<file path="config.mk">
export PLATFORM = sky130hd
export DESIGN_NAME = stack_core
export DESIGN_NICKNAME = d
export VERILOG_FILES = /design/src/rtl/stack_core_pkg.sv /design/src/rtl/stack_core_decode.sv /design/src/rtl/stack_core_alu.sv /design/src/rtl/stack_core_lifo.sv /design/src/rtl/stack_core.sv
export SDC_FILE = /design/constraint.sdc
export NUM_CORES = 2
export LEC_CHECK = 0
export ABC_CLOCK_PERIOD_IN_PS = 9500
export BUFFER_PORTS_ARGS = -buffer_cell sky130_fd_sc_hd__buf_2
export CORE_MARGIN = 2
export CORE_UTILIZATION = 43
export DETAILED_ROUTE_END_ITERATION = 7
export SLEW_MARGIN = 0
export SYNTH_ARGS = -nofsm -noshare
export SYNTH_HDL_FRONTEND = slang
export SYNTH_SLANG_ARGS = --single-unit
</file>
<file path="constraint.sdc">
create_clock -name clk -period 9.5 [get_ports clk]
set_clock_uncertainty 0.15 [all_clocks]
set_input_delay 0.475 -clock clk [delete_from_list [all_inputs] [get_ports clk]]
set_output_delay 0.475 -clock clk [all_outputs]
set_load 0.1 [all_outputs]
</file>
<file path="src/rtl/stack_core_pkg.sv">
package stack_core_pkg;
    typedef enum logic [1:0] {
        OP_LOAD  = 2'b00,
        OP_STORE = 2'b01,
        OP_ADD   = 2'b10,
        OP_MULT  = 2'b11
    } opcode_e;

    typedef enum logic [2:0] {
        ST_IDLE, ST_FETCH, ST_DECODE, ST_MEM, ST_EXEC, ST_HALT
    } state_e;

    typedef enum logic [1:0] {
        SK_HOLD, SK_PUSH, SK_POP, SK_FOLD
    } stk_cmd_e;
endpackage

</file>
<file path="src/rtl/stack_core_decode.sv">
module stack_core_decode
    import stack_core_pkg::*;
#(
    parameter int INSTR_W = 32,
    parameter int ADDR_W  = 16
) (
    input  logic [INSTR_W-1:0] instr,
    output opcode_e            op,
    output logic [ADDR_W-1:0]  addr,
    output logic               reserved
);
    // Opcode in the two top bits, direct address in the low field,
    // everything in between must be zero.
    always_comb begin
        op       = opcode_e'(instr[INSTR_W-1 -: 2]);
        addr     = instr[ADDR_W-1:0];
        reserved = |instr[INSTR_W-3:ADDR_W];
    end
endmodule

</file>
<file path="src/rtl/stack_core_alu.sv">
module stack_core_alu
    import stack_core_pkg::*;
#(
    parameter int DATA_W = 32
) (
    input  opcode_e           op,
    input  logic [DATA_W-1:0] lhs,
    input  logic [DATA_W-1:0] rhs,
    output logic [DATA_W-1:0] res
);
    logic [2*DATA_W-1:0] prod;

    always_comb begin
        prod = {{DATA_W{1'b0}}, lhs} * {{DATA_W{1'b0}}, rhs};
        if (op == OP_MULT) res = prod[DATA_W-1:0];
        else               res = lhs + rhs;
    end
endmodule

</file>
<file path="src/rtl/stack_core_lifo.sv">
module stack_core_lifo
    import stack_core_pkg::*;
#(
    parameter  int DEPTH  = 8,
    parameter  int DATA_W = 32,
    localparam int CW     = $clog2(DEPTH + 1),
    localparam int IW     = $clog2(DEPTH)
) (
    input  logic              clk,
    input  logic              rst_n,
    input  stk_cmd_e          cmd,
    input  logic              clear,
    input  logic [DATA_W-1:0] wdata,
    output logic [DATA_W-1:0] top,
    output logic [DATA_W-1:0] second,
    output logic [CW-1:0]     count
);
    logic [DATA_W-1:0] mem [DEPTH];
    logic [CW-1:0]     sp_d, sp_q;
    logic [IW-1:0]     waddr;
    logic              wen;

    always_comb begin
        sp_d  = sp_q;
        wen   = 1'b0;
        waddr = IW'(sp_q);
        unique case (cmd)
            SK_PUSH: begin sp_d = sp_q + CW'(1); wen = 1'b1; end
            SK_POP:  sp_d = sp_q - CW'(1);
            // Replace the second entry with the result and drop the top.
            SK_FOLD: begin
                sp_d  = sp_q - CW'(1);
                wen   = 1'b1;
                waddr = IW'(sp_q - CW'(2));
            end
            default: ;
        endcase
        if (clear) begin
            sp_d = '0;
            wen  = 1'b0;
        end
    end

    always_ff @(posedge clk or negedge rst_n) begin
        if (!rst_n) sp_q <= '0;
        else        sp_q <= sp_d;
    end

    always_ff @(posedge clk) begin
        if (wen) mem[waddr] <= wdata;
    end

    assign top    = mem[IW'(sp_q - CW'(1))];
    assign second = mem[IW'(sp_q - CW'(2))];
    assign count  = sp_q;
endmodule

</file>
<file path="src/rtl/stack_core.sv">
module stack_core
    import stack_core_pkg::*;
#(
    parameter  int DATA_W      = 32,
    parameter  int INSTR_W     = 32,
    parameter  int ADDR_W      = 16,
    parameter  int STACK_DEPTH = 8,
    parameter  int PROG_DEPTH  = 256,
    localparam int PC_W        = $clog2(PROG_DEPTH),
    localparam int CNT_W       = $clog2(STACK_DEPTH + 1)
) (
    input  logic               clk,
    input  logic               rst_n,
    input  logic               start,
    output logic [PC_W-1:0]    imem_addr,
    input  logic [INSTR_W-1:0] imem_rdata,
    output logic [ADDR_W-1:0]  dmem_addr,
    output logic               dmem_re,
    output logic               dmem_we,
    output logic [DATA_W-1:0]  dmem_wdata,
    input  logic [DATA_W-1:0]  dmem_rdata,
    output logic               halted,
    output logic               fault_overflow,
    output logic               fault_underflow
);
    typedef struct packed {
        state_e             state;
        logic [PC_W-1:0]    pc;
        logic [INSTR_W-1:0] ir;
        logic               ovf;
        logic               unf;
    } core_t;

    core_t              d, q;
    opcode_e            op;
    logic [ADDR_W-1:0]  op_addr;
    logic               op_reserved;
    stk_cmd_e           stk_cmd;
    logic               stk_clear;
    logic [DATA_W-1:0]  stk_wdata, stk_top, stk_second, alu_res;
    logic [CNT_W-1:0]   stk_count, need;
    logic               would_over, would_under;

    stack_core_decode #(.INSTR_W(INSTR_W), .ADDR_W(ADDR_W)) u_decode (
        .instr(q.ir), .op(op), .addr(op_addr), .reserved(op_reserved)
    );

    stack_core_alu #(.DATA_W(DATA_W)) u_alu (
        .op(op), .lhs(stk_second), .rhs(stk_top), .res(alu_res)
    );

    stack_core_lifo #(.DEPTH(STACK_DEPTH), .DATA_W(DATA_W)) u_lifo (
        .clk(clk), .rst_n(rst_n), .cmd(stk_cmd), .clear(stk_clear),
        .wdata(stk_wdata), .top(stk_top), .second(stk_second), .count(stk_count)
    );

    always_comb begin
        d         = q;
        stk_cmd   = SK_HOLD;
        stk_clear = 1'b0;
        stk_wdata = alu_res;
        dmem_re   = 1'b0;
        dmem_we   = 1'b0;

        unique case (op)
            OP_LOAD:  need = CNT_W'(0);
            OP_STORE: need = CNT_W'(1);
            default:  need = CNT_W'(2);
        endcase
        would_over  = (op == OP_LOAD) && (stk_count == CNT_W'(STACK_DEPTH));
        would_under = stk_count < need;

        unique case (q.state)
            ST_IDLE, ST_HALT: begin
                if (start) begin
                    d.state   = ST_FETCH;
                    d.pc      = '0;
                    d.ovf     = 1'b0;
                    d.unf     = 1'b0;
                    stk_clear = 1'b1;
                end
            end
            ST_FETCH:  d.state = ST_DECODE;
            ST_DECODE: begin
                d.ir    = imem_rdata;
                d.state = ST_MEM;
            end
            ST_MEM: begin
                // Faults are judged before any strobe leaves the core.
                if (op_reserved) begin
                    d.state = ST_HALT;
                end else if (would_over) begin
                    d.ovf   = 1'b1;
                    d.state = ST_HALT;
                end else if (would_under) begin
                    d.unf   = 1'b1;
                    d.state = ST_HALT;
                end else begin
                    dmem_re = (op == OP_LOAD);
                    dmem_we = (op == OP_STORE);
                    d.state = ST_EXEC;
                end
            end
            ST_EXEC: begin
                unique case (op)
                    OP_LOAD: begin
                        stk_cmd   = SK_PUSH;
                        stk_wdata = dmem_rdata;
                    end
                    OP_STORE: stk_cmd = SK_POP;
                    default:  stk_cmd = SK_FOLD;
                endcase
                if (q.pc == PC_W'(PROG_DEPTH - 1)) begin
                    d.state = ST_HALT;
                end else begin
                    d.pc    = q.pc + PC_W'(1);
                    d.state = ST_FETCH;
                end
            end
            default: d.state = ST_IDLE;
        endcase
    end

    always_ff @(posedge clk or negedge rst_n) begin
        if (!rst_n) begin
            q.state <= ST_IDLE;
            q.pc    <= '0;
            q.ir    <= '0;
            q.ovf   <= 1'b0;
            q.unf   <= 1'b0;
        end else begin
            q <= d;
        end
    end

    assign imem_addr       = q.pc;
    assign dmem_addr       = op_addr;
    assign dmem_wdata      = stk_top;
    assign halted          = (q.state == ST_HALT);
    assign fault_overflow  = q.ovf;
    assign fault_underflow = q.unf;
endmodule

</file>
==> results.cfg <==
[setup_path]
cp.depth = 34
cp_slowest_stage_delay_ns = 0.53
path_delay_family = adder cells
worst-setup-path-type = reg2reg
timing.critical_path.fanout_max = 12
critical_path_arrival_ns = 9.45
critical-path-top-cell-by-count = a21o_1
worstSetupStartpointType = register
end_kind = register
timing.critical_path.slowest_stage_cell = fa_1
setup.reg_to_reg.worst_slack_ns = 0.23
timing.critical_path.required_ns = 9.67
worst_r2r_path_depth = 34
critPathBufInv = 10

[min_path]
min_path_cells = 2
hold_path.class = in2reg

[timing]
final-setup-viol-count = 0
finalCritPeriodShare_pct = 97.61
timing_worst_slew_pin_value_ns = 1.235
post-route-min-period_ns = 9.273
report.final.hold_viol_count = 0
max-slew-margin-rel_pct = 17.02
fmax_mhz = 107.8
setup_tns_ns = 0
final.hold.worst_slack_ns = 0.01092
slew_violations = 0

[route]
routed_wire_length_per_instance_microns = 25.53
route.antenna.remaining_nets = 0
dr.first_iter.drc_count = 2105
route.detailed.vias_per_inst = 5.661
top_layer_used = met4
total_iterations_of_the_first_detailed_routing_run = 5
wl_met1_microns = 41960
met3RoutedLength_microns = 7793
drc_errors_left = 0
routed_wl_microns = 103200
route.vias.total = 22888
met2RoutedLength_microns = 48540

[synthesis]
mappedNetlistArea_sq_um = 31350
syn_inst = 2825
synth.top_cells.by_count = inv_1, fa_1, nor2_1
share_of_yosys_cell_area_claimed_by_the_top_area_cell_type_pct = 26.12
synth_cell_type_count = 68
post_synth_main_area_contributors = fa_1, edfxtp_1, mux4_2
avgSynthCellArea_sq_um = 11.10
synthMostInstantiatedCell = inv_1
ys_ff_latch = 305
seq_area_frac_synth_pct = 28.44
post_synth_edffs = 256
synthFlopType = edfxtp_1
cell_accounting_for_the_most_synthesized_area = fa_1
async_flop_share_pct = 16.07
synth.net_count = 3463
yosys_warnings = 0

[clock_tree]
worst_skew_pair.late_latency_ns = 0.57
cts_made_buffers = 27
cts_tree = built
cts_max_path_buffers = 3
cts_sinks = 305
clk_transition_reported_paths_ns = 0.07
cts-htree-levels = 1
cts-root-buf = clkbuf_16

[floorplan]
die_w_microns = 274.0
io-pin-count = 128
fp.coreArea_sq_um = 71850
die_footprint_sq_um = 75070
chipHeight_microns = 274.0
fp-row-count = 98
initial_core_util_pct = 43.63

[global_route]
grt_overflow = 0
grt_util_overall_pct = 27.79
grt_first_pass_wirelength_microns = 153500
grt_pass1_vias = 24155
maximum_number_of_pins_on_one_net_before_global_route_repair = 70
antenna_found_initial = 2

[finish]
final_net_count = 3708
syn_to_final_growth_pct = 14.40
layout-drive-gt1-share_pct = 19.99

[status]
outcome = finished, final reports clean

[flow_run]
drv.max_cap_violation_count = 0

[placed_design]
gp_routability_congestion = 0.9866
count_of_buffers_inserted_at_the_top_level_ports = 127
dp.final_hpwl_microns = 80080
-- repair_timing --
action	4_1_cts	5_1_grt
resized for setup	3	31
gates cloned	0	3
hold buffers	31	0
buffers inserted	0	29
endpoints found under the setup margin	32	96
pin swaps	0	7
endpoints found under the hold margin	79	0
-- per-stage QoR --
stage	area [sq um]	utilization, %	setup slack (ns)	instances
after detailed placement	34120	47.49	-0.08977	3928
after floorplan	31720	-	0.002326	2825
after CTS	35350	49.20	0.01916	4009
after global placement	34120	47.49	0.09394	3928
after global routing	35860	49.90	-0.02068	4041
final	35860	49.91	0.2272	4043
-- final timing paths --
path	startpoint	end
min	imem_rdata[2]	q[4]
max reg2reg	u_lifo.count[1]	u_lifo.mem[4][30]
max in group asynchronous	rst_n	u_lifo.count[0]
max	u_lifo.count[1]	u_lifo.mem[4][30]
min in group asynchronous	rst_n	q[44]
min reg2reg	q[44]	q[43]
-- final cells by class --
class	count	area, sq um
Antenna cell	2	5.005
Clock buffer	35	705.7
Clock inverter	15	192.7
Fill cell	6518	35990
Inverter	480	1836
Multi-Input combinational cell	1905	20260
Sequential cell	305	8921
Tap cell	950	1189
Timing Repair Buffer	351	2750
-- logic make-up after synthesis --
family,after synthesis,share of synthesized area (%)
XOR/XNOR,116,3.309
flip-flops,305,28.44
adder cells (fa/ha/maj),571,32.59
AO/OA/AOI/OAI,240,4.790
buffers and inverters,615,8.191
multiplexers,226,12.92
AND/OR/NAND/NOR,752,9.767
-- state kept, by name (all words and copies together) (netlist names) --
| name | cells |
|---|---|
| fault_underflow | 1 |
| u_lifo.mem | 256 |
| q | 35 |
| u_lifo.count | 4 |
| fault_overflow | 1 |
| imem_addr | 8 |
-- layout by cell type, fill, tap and decap left out, types with 31 or more instances in the layout --
cell / n
dlygate4sd3_1: 31
mux4_2: 123
ha_1: 155
edfxtp_1: 256
fa_1: 407
buf_2: 127
nand2_1: 254
mux2_2: 39
dfrtp_1: 47
o21ai_0: 48
xnor2_1: 89
buf_4: 163
a21oi_1: 80
inv_1: 454
nor2_1: 382
-- metal layers --
metal,up-vias,GRT usage [%]
met1,11932,37.94
li1,9732,-
met4,0,11.23
met5,-,0
met3,192,3.871
met2,1032,44.94
Power is not shown: default switching activity piles up to over one toggle a cycle in this logic, so the estimate is an artifact.
